`src/rtl/ddr_seq_pkg.sv`:
```
package ddr_seq_pkg;

  typedef enum logic [1:0] {
    OP_NOP = 2'd0,
    OP_ACT = 2'd1,
    OP_RD  = 2'd2,
    OP_PRE = 2'd3
  } ddr_op_t;

  typedef enum logic [1:0] {
    ST_IDLE,
    ST_PRE,
    ST_ACT,
    ST_RD
  } seq_state_t;

  function automatic int max3(input int a, input int b, input int c);
    int m;
    m = (a > b) ? a : b;
    return (m > c) ? m : c;
  endfunction

endpackage

```
`src/rtl/ddr_bank_timer.sv`:
```
module ddr_bank_timer #(
  parameter int T_RCD = 3,
  parameter int T_RAS = 8,
  parameter int T_RC  = 11,
  parameter int TW    = 4
) (
  input  logic clk,
  input  logic rst,
  input  logic act,
  output logic rd_ok,
  output logic pre_ok,
  output logic act_ok
);

  logic [TW-1:0] rcd_left, ras_left, rc_left;

  always_ff @(posedge clk) begin
    if (rst) begin
      rcd_left <= '0;
      ras_left <= '0;
      rc_left  <= '0;
    end else if (act) begin
      rcd_left <= TW'(T_RCD - 1);
      ras_left <= TW'(T_RAS - 1);
      rc_left  <= TW'(T_RC - 1);
    end else begin
      if (rcd_left != '0) rcd_left <= rcd_left - 1'b1;
      if (ras_left != '0) ras_left <= ras_left - 1'b1;
      if (rc_left  != '0) rc_left  <= rc_left - 1'b1;
    end
  end

  assign rd_ok  = (rcd_left == '0);
  assign pre_ok = (ras_left == '0);
  assign act_ok = (rc_left == '0);

endmodule

```
`src/rtl/ddr_row_table.sv`:
```
module ddr_row_table #(
  parameter int BANK_W = 2,
  parameter int ROW_W  = 14
) (
  input  logic              clk,
  input  logic              rst,
  input  logic              set,
  input  logic              clr,
  input  logic [BANK_W-1:0] wbank,
  input  logic [ROW_W-1:0]  wrow,
  input  logic [BANK_W-1:0] rbank,
  output logic              open_o,
  output logic [ROW_W-1:0]  row_o
);

  localparam int BANKS = 1 << BANK_W;

  logic              open_q [BANKS];
  logic [ROW_W-1:0]  row_q  [BANKS];

  always_ff @(posedge clk) begin
    if (rst) begin
      for (int b = 0; b < BANKS; b++) open_q[b] <= 1'b0;
    end else if (set) begin
      open_q[wbank] <= 1'b1;
    end else if (clr) begin
      open_q[wbank] <= 1'b0;
    end
  end

  always_ff @(posedge clk) begin
    if (set) row_q[wbank] <= wrow;
  end

  assign open_o = open_q[rbank];
  assign row_o  = row_q[rbank];

endmodule

```
`src/rtl/ddr_burst_gen.sv`:
```
module ddr_burst_gen #(
  parameter int DQ_W      = 8,
  parameter int T_CL      = 3,
  parameter int BURST_CYC = 4
) (
  input  logic            clk,
  input  logic            rst,
  input  logic            rd_cmd,
  input  logic [DQ_W-1:0] rd_col,
  output logic            valid,
  output logic [DQ_W-1:0] rise,
  output logic [DQ_W-1:0] fall,
  output logic            last
);

  localparam int PIPE = T_CL - 1;
  localparam int BCW  = (BURST_CYC > 1) ? $clog2(BURST_CYC) : 1;

  logic            vpipe [PIPE];
  logic [DQ_W-1:0] cpipe [PIPE];
  logic            start;
  logic [DQ_W-1:0] start_col;
  logic [BCW-1:0]  bc, bc_nxt;

  always_ff @(posedge clk) begin
    if (rst) begin
      for (int i = 0; i < PIPE; i++) vpipe[i] <= 1'b0;
    end else begin
      vpipe[0] <= rd_cmd;
      for (int i = 1; i < PIPE; i++) vpipe[i] <= vpipe[i-1];
    end
  end

  always_ff @(posedge clk) begin
    cpipe[0] <= rd_col;
    for (int i = 1; i < PIPE; i++) cpipe[i] <= cpipe[i-1];
  end

  assign start     = vpipe[PIPE-1];
  assign start_col = cpipe[PIPE-1];
  assign bc_nxt    = bc + 1'b1;

  always_ff @(posedge clk) begin
    if (rst) begin
      valid <= 1'b0;
      last  <= 1'b0;
      bc    <= '0;
      rise  <= '0;
      fall  <= '0;
    end else if (start) begin
      valid <= 1'b1;
      bc    <= '0;
      rise  <= start_col;
      fall  <= start_col + 1'b1;
      last  <= (BURST_CYC == 1);
    end else if (valid && !last) begin
      bc    <= bc_nxt;
      rise  <= rise + DQ_W'(2);
      fall  <= fall + DQ_W'(2);
      last  <= (bc_nxt == BCW'(BURST_CYC - 1));
    end else begin
      valid <= 1'b0;
      last  <= 1'b0;
    end
  end

endmodule

```
`src/rtl/ddr_page_seq.sv`:
```
module ddr_page_seq
  import ddr_seq_pkg::*;
#(
  parameter int ROW_W     = 14,
  parameter int BANK_W    = 2,
  parameter int COL_W     = 11,
  parameter int DQ_W      = 8,
  parameter int BURST_LEN = 8,
  parameter int T_RCD     = 3,
  parameter int T_CL      = 3,
  parameter int T_RAS     = 8,
  parameter int T_RC      = 11
) (
  input  logic                           clk,
  input  logic                           rst,
  input  logic                           req_valid,
  output logic                           req_ready,
  input  logic [ROW_W+BANK_W+COL_W-1:0]  req_addr,
  output logic [1:0]                     cmd_op,
  output logic [BANK_W-1:0]              cmd_bank,
  output logic [ROW_W-1:0]               cmd_row,
  output logic [COL_W-1:0]               cmd_col,
  output logic                           rd_valid,
  output logic [DQ_W-1:0]                rd_rise,
  output logic [DQ_W-1:0]                rd_fall,
  output logic                           rd_last
);

  localparam int BANKS     = 1 << BANK_W;
  localparam int ADDR_W    = ROW_W + BANK_W + COL_W;
  localparam int BURST_CYC = BURST_LEN / 2;
  localparam int GAP_W     = $clog2(BURST_CYC + 1);
  localparam int TW        = $clog2(max3(T_RCD, T_RAS, T_RC) + 1);

  seq_state_t        state;
  ddr_op_t           op_q;
  logic [ROW_W-1:0]  in_row, hold_row, tbl_row;
  logic [BANK_W-1:0] in_bank, hold_bank;
  logic [COL_W-1:0]  in_col, hold_col;
  logic              tbl_open, accept;
  logic              issue_pre, issue_act, issue_rd;
  logic [BANKS-1:0]  rd_ok, pre_ok, act_ok, act_vec;
  logic [GAP_W-1:0]  gap_left;

  assign in_row  = req_addr[ADDR_W-1 -: ROW_W];
  assign in_bank = req_addr[COL_W +: BANK_W];
  assign in_col  = req_addr[COL_W-1:0];

  assign req_ready = (state == ST_IDLE);
  assign accept    = req_valid && req_ready;

  generate
    for (genvar b = 0; b < BANKS; b++) begin : g_bank
      assign act_vec[b] = issue_act && (hold_bank == BANK_W'(b));
      ddr_bank_timer #(
        .T_RCD(T_RCD), .T_RAS(T_RAS), .T_RC(T_RC), .TW(TW)
      ) u_timer (
        .clk   (clk),
        .rst   (rst),
        .act   (act_vec[b]),
        .rd_ok (rd_ok[b]),
        .pre_ok(pre_ok[b]),
        .act_ok(act_ok[b])
      );
    end
  endgenerate

  ddr_row_table #(.BANK_W(BANK_W), .ROW_W(ROW_W)) u_table (
    .clk   (clk),
    .rst   (rst),
    .set   (issue_act),
    .clr   (issue_pre),
    .wbank (hold_bank),
    .wrow  (hold_row),
    .rbank (in_bank),
    .open_o(tbl_open),
    .row_o (tbl_row)
  );

  always_comb begin
    issue_pre = 1'b0;
    issue_act = 1'b0;
    issue_rd  = 1'b0;
    case (state)
      ST_PRE:  issue_pre = pre_ok[hold_bank];
      ST_ACT:  issue_act = act_ok[hold_bank];
      ST_RD:   issue_rd  = rd_ok[hold_bank] && (gap_left == '0);
      default: ;
    endcase
  end

  always_ff @(posedge clk) begin
    if (rst) begin
      state <= ST_IDLE;
    end else begin
      case (state)
        ST_IDLE: if (accept) begin
          if (tbl_open && tbl_row == in_row) state <= ST_RD;
          else if (tbl_open)                 state <= ST_PRE;
          else                               state <= ST_ACT;
        end
        ST_PRE:  if (issue_pre) state <= ST_ACT;
        ST_ACT:  if (issue_act) state <= ST_RD;
        ST_RD:   if (issue_rd)  state <= ST_IDLE;
        default: state <= ST_IDLE;
      endcase
    end
  end

  always_ff @(posedge clk) begin
    if (accept) begin
      hold_row  <= in_row;
      hold_bank <= in_bank;
      hold_col  <= in_col;
    end
  end

  always_ff @(posedge clk) begin
    if (rst) begin
      gap_left <= '0;
    end else if (issue_rd) begin
      gap_left <= GAP_W'(BURST_CYC - 1);
    end else if (gap_left != '0) begin
      gap_left <= gap_left - 1'b1;
    end
  end

  always_ff @(posedge clk) begin
    if (rst) begin
      op_q     <= OP_NOP;
      cmd_bank <= '0;
      cmd_row  <= '0;
      cmd_col  <= '0;
    end else begin
      if (issue_pre)      op_q <= OP_PRE;
      else if (issue_act) op_q <= OP_ACT;
      else if (issue_rd)  op_q <= OP_RD;
      else                op_q <= OP_NOP;
      if (issue_pre || issue_act || issue_rd) begin
        cmd_bank <= hold_bank;
        cmd_row  <= hold_row;
        cmd_col  <= hold_col;
      end
    end
  end

  assign cmd_op = op_q;

  ddr_burst_gen #(.DQ_W(DQ_W), .T_CL(T_CL), .BURST_CYC(BURST_CYC)) u_burst (
    .clk   (clk),
    .rst   (rst),
    .rd_cmd(op_q == OP_RD),
    .rd_col(cmd_col[DQ_W-1:0]),
    .valid (rd_valid),
    .rise  (rd_rise),
    .fall  (rd_fall),
    .last  (rd_last)
  );

endmodule

```
`config.mk`:
```
export PLATFORM = sky130hd
export DESIGN_NAME = ddr_page_seq
export DESIGN_NICKNAME = d
export VERILOG_FILES = /design/src/rtl/ddr_seq_pkg.sv /design/src/rtl/ddr_bank_timer.sv /design/src/rtl/ddr_row_table.sv /design/src/rtl/ddr_burst_gen.sv /design/src/rtl/ddr_page_seq.sv
export SDC_FILE = /design/constraint.sdc
export NUM_CORES = 1
export LEC_CHECK = 0
export BUFFER_PORTS_ARGS = -buffer_cell sky130_fd_sc_hd__buf_4
export CORE_MARGIN = 5
export CORE_UTILIZATION = 38
export DETAILED_ROUTE_END_ITERATION = 8
export SLEW_MARGIN = 25
export SYNTH_ARGS = -nofsm -noshare
export SYNTH_HDL_FRONTEND = slang
export SYNTH_SLANG_ARGS = --single-unit
```
`constraint.sdc`:
```
create_clock -name clk -period 4.75 [get_ports clk]
set_clock_uncertainty 0.1 [all_clocks]
set_input_delay 1.1875 -clock clk [delete_from_list [all_inputs] [get_ports clk]]
set_output_delay 1.1875 -clock clk [all_outputs]
set_load 0.03 [all_outputs]
```
### Word-level counts from Yosys, hierarchy flattened

Memories as Yosys holds them, arrays and structs flattened.
Index checks and enable logic that the tools add are counted.

* register bits after elaboration: 129
* bits in writable memories: 78
* output and inout port bits: 48
* logic and storage cells: 209
* memories kept: 4

* $add $sub $neg: 17
* magnitude comparators: 1
* eq/ne operators: 14
* mux-type cells: 68
* bitwise operators: 4
* reductions and logical operators: 62

Memory list
* u_table.row_q: words 4, width 14, rd ports 1, clocked after Yosys merged registers in 0, wr ports 1, RTL line ddr_row_table.sv:19 `logic [ROW_W-1:0] row_q [BANKS];`
* u_burst.cpipe: words 2, width 8, rd ports 2, clocked after Yosys merged registers in 0, wr ports 2, RTL line ddr_burst_gen.sv:20 `logic [DQ_W-1:0] cpipe [PIPE];`
* u_table.open_q: words 4, width 1, rd ports 1, clocked after Yosys merged registers in 0, wr ports 4, RTL line ddr_row_table.sv:18 `logic open_q [BANKS];`
* u_burst.vpipe: words 2, width 1, rd ports 2, clocked after Yosys merged registers in 0, wr ports 2, RTL line ddr_burst_gen.sv:19 `logic vpipe [PIPE];`

Operators by type and width (number)
* $logic_not A4 Y1: 12
* $reduce_bool A4 Y1: 12
* $sub A4 B1 Y4 const B: 12
* $mux W2: 20
* $mux W4: 8
* $mux W8: 4
* $reduce_bool A2 Y1: 14
* $mux W1: 24
* $mux W3: 8
* $add A8 B2 Y8 const B: 2
* $eq A14 B14 Y1: 1
* $eq A2 B2 Y1 const B: 6
* $reduce_or A2 Y1: 6
* $add A8 B1 Y8 const B: 1
* $logic_and A1 B1 Y1: 8
* $pmux W2 S4: 1
* $bmux W1 S2: 3
* $ne A2 B2 Y1 const B: 3
* $eq A2 B1 Y1 const B: 2
* $logic_not A2 Y1: 2
* $ne A2 B1 Y1 const B: 2
* $reduce_and A4 Y1: 1
* $logic_not A3 Y1: 1
* $lt A2 B3 Y1 const B: 1
* 9 further kinds: 12

### Longest topological paths before layout

Gate-level depths: netlist of the first run.

* depth after elaboration: 11
* depth in mapped cells: 10
* gate-level depth less buffers: 8

### Modules after synthesis

A second synthesis of the first run with hierarchy kept.

* cell total of the unflattened synthesis: 677
* area, all modules: 8157.8 µm²

By module, submodules not included
* ddr_page_seq: instances 1, cells each 227, area an instance 2491.1 µm², seq. area each 1491.4 µm²
* ddr_row_table: instances 1, cells each 97, area an instance 2283.4 µm², seq. area each 1801.7 µm²
* ddr_bank_timer: instances 4, cells each 53, area an instance 486.7 µm², seq. area each 240.2 µm²
* ddr_burst_gen: instances 1, cells each 141, area an instance 1436.4 µm², seq. area each 760.7 µm²

### Least setup slack after synthesis of the first run

OpenSTA, ideal clock, no wires.

* path kind: in2reg
* start point: input req_addr[11]
* end point: register state[1]
* library setup time: 87 ps
* arrival: 3035 ps
* slack: 1528 ps
* cell stages on the path: 8
* buffers on the path: 2
* cell sequence: clkbuf_1 -> buf_2 -> mux4_2 -> xnor2_1 -> nand4_1 -> nor4_1 -> o211ai_1 -> o31ai_1

* cells in the longest elaborated chain, start to end: 6

Ends and longest elaborated chain
* from (decl): RTL line ddr_page_seq.sv:18 `input logic [ROW_W+BANK_W+COL_W-1:0] req_addr,`
* $mem_v2 Z4 W14
* $eq A14 B14 Y1: RTL line ddr_page_seq.sv:98 `if (tbl_open && tbl_row == in_row) state <= ST_RD;`
* $logic_and A1 B1 Y1: RTL line ddr_page_seq.sv:98
* $mux W2 (*): RTL line ddr_page_seq.sv:98
* $mux W2 (*): RTL line ddr_page_seq.sv:97 `ST_IDLE: if (accept) begin`
* $pmux W2 S4 (*): RTL line ddr_page_seq.sv:96 `case (state)`
* to (signal assigned): RTL line ddr_page_seq.sv:98
* to (signal assigned): RTL line ddr_page_seq.sv:99 `else if (tbl_open) state <= ST_PRE;`
* to (signal assigned): RTL line ddr_page_seq.sv:100 `else state <= ST_ACT;`
* to (decl): RTL line ddr_page_seq.sv:35 `seq_state_t state;`

Every way passes the cells marked *; elsewhere a longest branch is shown, timed or not. The select of a mux whose other input is x is not followed.
A chain may end at the register's enable or synchronous reset.

### Worst setup path after layout of the first run

* start point: register g_bank[2].u_timer.rc_left[1]
* end point: register cmd_col[2]

* cells in the longest elaborated chain, start to end: 6

Ends and longest elaborated chain
* from (decl): RTL line ddr_bank_timer.sv:15 `logic [TW-1:0] rcd_left, ras_left, rc_left;`
* from (signal assigned): RTL line ddr_bank_timer.sv:25 `rc_left <= TW'(T_RC - 1);`
* from (signal assigned): RTL line ddr_bank_timer.sv:29 `if (rc_left != '0) rc_left <= rc_left - 1'b1;`
* $logic_not A4 Y1: RTL line ddr_bank_timer.sv:35 `assign act_ok = (rc_left == '0);`
* $bmux W1 S2: RTL line ddr_page_seq.sv:86 `ST_ACT: issue_act = act_ok[hold_bank];`
* $mux W1 (implied by the code): RTL line ddr_page_seq.sv:86
* $mux W1: RTL line ddr_page_seq.sv:84 `case (state)`
* $logic_or A1 B1 Y1 (2 in series): RTL line ddr_page_seq.sv:139 `if (issue_pre || issue_act || issue_rd) begin`
* to (signal assigned): RTL line ddr_page_seq.sv:142 `cmd_col <= hold_col;`
* to (decl): RTL line ddr_page_seq.sv:22 `output logic [COL_W-1:0] cmd_col,`

No other way between the ends. The select of a mux whose other input is x is not followed.

==> flow_metrics.tcl, run 1 <==
set metrics [dict create \
    nNetsFinal 788 \
    finalSetupTns_ns 0 \
    startpoint_type "register" \
    synth_flop_cell "dfxtp_1" \
    synth_top_area_cell "edfxtp_1" \
    power.density_nw_per_um2 593.6 \
    switching_share 0.3104 \
    seqPwrFrac 0.440 \
    finalWirelength_um 16620 \
    grt_overflow 0 \
    reg2regPathDepth 6 \
    worstHoldPathType "register to register" \
    synthArstFlopShare 0 \
    fill_cells 1903 \
    area_growth_pct 19.36 \
    clk_latency_ns 0.48 \
    via_per_inst 5.021 \
    intPower_uw 3934 \
    setup_viol_count_final 0 \
    synth-edff-count 87 \
    cts_setup_buffers 0 \
    grt_pass1_vias 5219 \
    wl_per_cell_um 16.15 \
    cp-end-kind "register" \
    yosysUniqueCellTypes 45 \
    min_period_ns 3.407 \
    vdd_ir_drop_max_v 0.0003537 \
    synth_top_area_frac 0.3245 \
    drc 0 \
    vias 5167 \
    drive_above_1_share 0.1817 \
    grt_max_degree 91 \
    status "finished, final reports clean" \
    rsz0062_at_grt "no" \
    reg2reg_slack_ns 1.34 \
    layout_setup_ws_ns 1.343 \
    pwr-share-clk 0.300 \
    n_antenna_cell 0 \
    post-place-ws_ns 1.388 \
    cts_resized 0 \
    post_dp_cell_area_um2 8877 \
    firstDrtPassIters 5 \
    maxCapViolations 0 \
    cts_buffers 21 \
    cp.required_ns 4.98 \
    final_cells 1029 \
    ys_warn_count 0 \
    pwr-share-comb 0.260 \
    power.switching_uw 1771 \
    finalWeightedCongestion 0.7842 \
    placed_cells 992 \
    cellLeakagePower_uw 0.003609 \
    final_core_util 0.4586 \
    max_freq_ghz 0.2935 \
    antenna_left 0 \
    worstHoldEndpoint "u_burst.cpipe[0][9]$_DFF_P_" \
    post-route-period-util 0.7174 \
    worst_slew_pin_slew_ns 0.9919 \
    clk_pin_slew_ns 0.07 \
    r2r-end "cmd_col[2]$_SDFFE_PP0P_" \
    start_util 0.3842 \
    finalMaxSlewViolations 0 \
    die_h_um 155.6 \
    hold_violations 0 \
    critical_path_class "register to register" \
    crit_arrival_ns 3.64 \
    cts_sinks 207 \
    grt_pass1_wl_um 26960 \
    synth.net_count 710 \
    io_buffers 77 \
    rows 53 \
    cts_tree "built" \
    die_area_um2 24200 \
    drt-initial-drc-count 251 \
    synth_area_leaders "edfxtp_1, dfxtp_1, mux4_2" \
    synth.avg_cell_area_um2 12.16 \
    ctsHoldBuffers 0 \
    max-clock-path-buffers 3 \
    synthCells 662 \
    holdPathStages 0 \
    grtUsageTotal 0.1356 \
    postLayoutCellArea_um2 9610 \
    htreeDepth 1 \
    cts-root-buf "clkbuf_16" \
    slew_headroom 0.3388 \
    reg2reg_from "g_bank[2].u_timer.rc_left[1]$_SDFFE_PP0P_" \
    ys_ff_latch 207 \
    die_w_um 155.6 \
    core_area_um2 20960 \
    dp_hpwl_um 11310 \
    hold_path_startpoint "u_burst.cpipe[0][1]$_DFF_P_" \
    syn_area_um2 8051 \
    synth-seq-area-share 0.6228 \
    grt_antenna_before_repair 0 \
    cp_max_fo 27 \
    ioPinCount 78 \
]
area by class of cell:
class | count | area, um2 | area share
Sequential cell | 207 | 5016 | 0.5219
Clock buffer | 25 | 593.1 | 0.06171
Multi-Input combinational cell | 409 | 2843 | 0.2958
Inverter | 22 | 82.58 | 0.008593
Timing Repair Buffer | 79 | 593.1 | 0.06171
Clock inverter | 12 | 138.9 | 0.01445
Tap cell | 275 | 344.1 | 0.03580
placed cells by master (no fill, tap or decap), types with 4 or more instances in the layout:
master / Yosys / layout
mux4_2: 16 / 16
nand2_1: 37 / 37
nor3_1: 22 / 22
a31oi_1: 8 / 8
o31ai_1: 9 / 9
nand3b_1: 8 / 8
nand4_1: 6 / 6
nor2b_1: 5 / 5
nand3_1: 7 / 7
ha_1: 18 / 18
a21oi_1: 39 / 39
o21ai_0: 21 / 21
buf_4: 0 / 79
clkbuf_16: 0 / 23
inv_1: 22 / 22
mux2i_1: 30 / 30
or3_1: 5 / 5
nor2_1: 78 / 78
xor2_1: 8 / 8
nand2b_1: 8 / 7
and3_1: 4 / 4
nor3b_1: 6 / 6
xnor2_1: 33 / 33
edfxtp_1: 87 / 87
o21bai_1: 5 / 5
nor4_1: 5 / 5
a211oi_1: 7 / 7
dfxtp_1: 120 / 119
worst max path at each step:
stage	cells past startpoint	start	slack, ns	endpoint
finish	6	g_bank[2].u_timer.rc_left[1]$_SDFFE_PP0P_	1.34	cmd_col[2]$_SDFFE_PP0P_
global route	6	g_bank[1].u_timer.rc_left[1]$_SDFFE_PP0P_	1.13	cmd_row[12]$_SDFFE_PP0P_
CTS	6	g_bank[2].u_timer.rc_left[1]$_SDFFE_PP0P_	1.33	cmd_col[2]$_SDFFE_PP0P_
detailed placement	6	g_bank[2].u_timer.rc_left[1]$_SDFFE_PP0P_	1.39	cmd_col[2]$_SDFFE_PP0P_
global placement	7	req_addr[11]	1.47	state[1]$_SDFFE_PP0P_
floorplan	8	req_addr[11]	1.53	state[1]$_SDFFE_PP0P_
metal layers:
| metal | up-vias | routed length (um) | GRT usage |
|---|---|---|---|
| li1 | 2545 | - | - |
| met1 | 2498 | 7310 | 0.1725 |
| met2 | 95 | 8325 | 0.2394 |
| met3 | 29 | 642 | 0.02580 |
| met4 | 0 | 342 | 0.03335 |
| met5 | - | 0 | 0 |
power by group through the flow:
| stage | clock network (uW) | logic (uW) | registers, uW |
|---|---|---|---|
| CTS | 1760 | 1500 | 2510 |
| global route | 1840 | 1620 | 2560 |
| global placement | 0 | 1440 | 2530 |
| finish | 1710 | 1480 | 2510 |
| detailed placement | 0 | 1500 | 2550 |
| floorplan | 0 | 919 | 2660 |
Yosys cell counts (2+ instances only):
cell type	instances
o31ai_1	9
or4_1	3
mux2i_1	30
and4_1	3
mux4_2	16
nand3b_1	8
ha_1	18
nand2b_1	8
nor2b_1	5
o21bai_1	5
or3_1	5
buf_6	3
a21oi_1	39
a31oi_1	8
edfxtp_1	87
a211oi_1	7
mux2_2	2
and3_1	4
dfxtp_1	120
or2_2	3
o21ai_0	21
inv_1	22
nor2_1	78
nand2_1	37
and2_1	2
nand4_1	6
o22ai_1	2
nor3b_1	6
nor4_1	5
xor2_1	8
clkbuf_1	19
nor3_1	22
xnor2_1	33
nand3_1	7
cell families after synthesis:
kind of cell | count (synthesis) | share of synthesized area
simple gates | 203 | 0.1214
buf+inv | 46 | 0.02440
compound gates | 99 | 0.07397
mux | 48 | 0.08485
fa+ha+maj | 18 | 0.02797
flops | 207 | 0.6228
xor+xnor | 41 | 0.04460
stage by stage:
stage | hold WS [ns] | power [uW]
3_3_place_gp | 0.2099 | 3966
6_report | 0.2253 | 5704
3_5_place_dp | 0.2121 | 4044
2_1_floorplan | 0.2096 | 3575
4_1_cts | 0.2269 | 5780
5_1_grt | 0.2374 | 6024
sequential cells by signal, indices dropped and copies added (netlist names):
register,flops
hold_row,14
u_burst.cpipe,16
u_burst.last,1
u_burst.fall,8
u_burst.bc,2
g_bank.u_timer.rcd_left,16
cmd_op,2
u_burst.rise,8
u_burst.valid,1
u_burst.vpipe,2
u_table.row_q,56
cmd_row,14
hold_bank,2
g_bank.u_timer.rc_left,16
cmd_col,11
u_table.open_q,4
g_bank.u_timer.ras_left,16
cmd_bank,2
state,2
gap_left,3
hold_col,11
worst max-delay path, cell delays in order (launching register included):
cell and delay [ns]:
dfxtp_1 0.35, or4_1 0.53, a222oi_1 0.81, a22oi_2 0.30
nand2b_2 0.78, mux2i_1 0.30, nor2_1 0.07
(Power assumes the default switching activity.)
==> run 2: changes to the inputs <==
--- a/config.mk
+++ b/config.mk
@@ -5,6 +5,7 @@
 export SDC_FILE = /design/constraint.sdc
 export NUM_CORES = 1
 export LEC_CHECK = 0
+export ABC_AREA = 1
 export BUFFER_PORTS_ARGS = -buffer_cell sky130_fd_sc_hd__buf_4
 export CORE_MARGIN = 5
 export CORE_UTILIZATION = 38
==> constraint.sdc (replaced) <==
create_clock -name clk -period 3.2 [get_ports clk]
set_clock_uncertainty 0.1 [all_clocks]
set_input_delay 0.8 -clock clk [delete_from_list [all_inputs] [get_ports clk]]
set_output_delay 0.8 -clock clk [all_outputs]
set_load 0.03 [all_outputs]
==> run 2 against run 1 <==
  * Clock-buffer cell count is 4 higher
  * Combinational power grew 98%
  * Worst setup slack got worse by 0.50 ns
  * Largest power group unchanged
==> flow_metrics.tcl, run 2 <==
set metrics [dict create \
    status "finished, final reports clean" \
    post-route-period-util 0.7366 \
    cts_sinks 207 \
    power.density_nw_per_um2 927.9 \
    crit_arrival_ns 1.46 \
    syn_area_um2 8566 \
    clk_latency_ns 0.49 \
    finalMaxSlewViolations 0 \
    synth_flop_cell "dfxtp_1" \
    placed_cells 1251 \
    finalSetupTns_ns 0 \
    nNetsFinal 1038 \
    slew_headroom 0.4011 \
    worst_slew_pin_slew_ns 0.8974 \
    setup_viol_count_final 0 \
    synth.net_count 957 \
    synth.avg_cell_area_um2 9.423 \
    cts_setup_buffers 0 \
    dp_hpwl_um 12230 \
    htreeDepth 1 \
    wl_per_cell_um 14.17 \
    ys_warn_count 0 \
    yosysUniqueCellTypes 47 \
    grtUsageTotal 0.1427 \
    core_area_um2 22430 \
    final_common_cell "nand2_1" \
    final_cells 1291 \
    ctsHoldBuffers 0 \
    grt_antenna_before_repair 0 \
    critical_path_class "register to primary output" \
    via_per_inst 4.768 \
    ioPinCount 78 \
    startpoint_type "register" \
    synthArstFlopShare 0 \
    synth_most_common_cell "nand2_1" \
    ys_ff_latch 207 \
    final_core_util 0.4526 \
    vias 6155 \
    hold_violations 0 \
    grt_pass1_wl_um 30720 \
    synthCells 909 \
    clk_pin_slew_ns 0.06 \
    fill_cells 2127 \
    synth_common_cells "nand2_1, dfxtp_1, nor2_1" \
    cts_buffers 22 \
    max_freq_ghz 0.4242 \
    die_h_um 160.1 \
    cp-end-kind "primary output" \
    antenna_left 0 \
    cp_max_fo 4 \
    cts_tree "built" \
    grt_pass1_vias 6161 \
    total_power_uw 9422 \
    die_w_um 160.1 \
    die_area_um2 25640 \
    largest_register_ffs 56 \
    finalWirelength_um 18300 \
    worstHoldPathType "register to register" \
    final_cell_mix "nand2_1, dfxtp_1, nor2_1" \
    n_antenna_cell 0 \
    drc 0 \
    cellLeakagePower_uw 0.004178 \
    synth_top_area_frac 0.3050 \
    vdd_ir_drop_max_v 0.0005107 \
    rows 55 \
    rsz0062_at_grt "no" \
    top_register "u_table.row_q" \
    cp.required_ns 2.30 \
    max-clock-path-buffers 3 \
    io_buffers 77 \
    area_growth_pct 18.54 \
    synth-edff-count 87 \
    cts_resized 0 \
    grt_max_degree 42 \
    firstDrtPassIters 4 \
    synth_top_area_cell "edfxtp_1" \
    min_period_ns 2.357 \
    finalWeightedCongestion 0.8376 \
    start_util 0.3818 \
    maxCapViolations 0 \
    drive_above_1_share 0.1690 \
    cts-root-buf "clkbuf_16" \
    synth_area_leaders "edfxtp_1, dfxtp_1, nand2_1" \
    drt-initial-drc-count 275 \
    synth-seq-area-share 0.5855 \
    grt_overflow 0 \
]
## run 2: kinds of logic after synthesis
family,synth area share
DFF,0.5855
AOI/OAI and AO/OA,0.07917
xor gates and xnor gates,0.01738
adders and majority gates,0.02629
and+or+nand+nor,0.2353
buffers and inverters,0.05638
## run 2: report_power, final
group / leakage [uW] / internal, uW / switching [uW]
clock: 0.000367 / 1660 / 1010
combinational: 0.00202 / 1050 / 1870
sequential: 0.00179 / 3420 / 407
total: 0.00418 / 6130 / 3290
## run 2: worst paths after layout
path                                 end                        start  slack (ns)  cells past startpoint
min reg2reg  u_burst.cpipe[0][8]$_DFF_P_  u_burst.cpipe[0][0]$_DFF_P_        0.23                      0
max reg2reg      cmd_row[1]$_SDFFE_PP0P_       hold_bank[1]$_DFFE_PP_        0.86                      9
min          u_burst.cpipe[0][8]$_DFF_P_  u_burst.cpipe[0][0]$_DFF_P_        0.23                      0
max                            req_ready        state[1]$_SDFFE_PP0P_        0.84                      3
## run 2: final cells by class
class | instances | area [um2] | share of cell area
inverters | 77 | 291.5 | 0.02871
repair buffers | 87 | 653.1 | 0.06433
clock inverters | 11 | 161.4 | 0.01590
well taps | 285 | 356.6 | 0.03512
clock buffers | 29 | 608.1 | 0.05989
flip-flops and latches | 207 | 5015 | 0.4939
multi-input cells | 595 | 3068 | 0.3022
## run 2: stage by stage
step / cell area, um2 / hold WS (ns) / setup slack, ns
finish: 10150 / 0.2259 / 0.8429
global route: 10150 / 0.2296 / 0.5864
CTS: 10150 / 0.2251 / 0.8085
detailed placement: 9384 / 0.2121 / 0.3221
global placement: 9384 / 0.2102 / 0.4340
floorplan: 8566 / 0.2096 / 0.9044
## run 2: worst max-delay path, stage by stage (launching register included)
cell,delay [ns]
dfxtp_1,0.40
inv_1,0.09
ha_1,0.27
buf_4,0.21
## run 2: layer usage
layer  up-vias  wire length, um  track usage
met5         -                0            0
met4         0              365      0.03872
met3        33              667      0.02452
met2        94             8769       0.2486
met1      2846             8493       0.1837
li1       3182                -            -
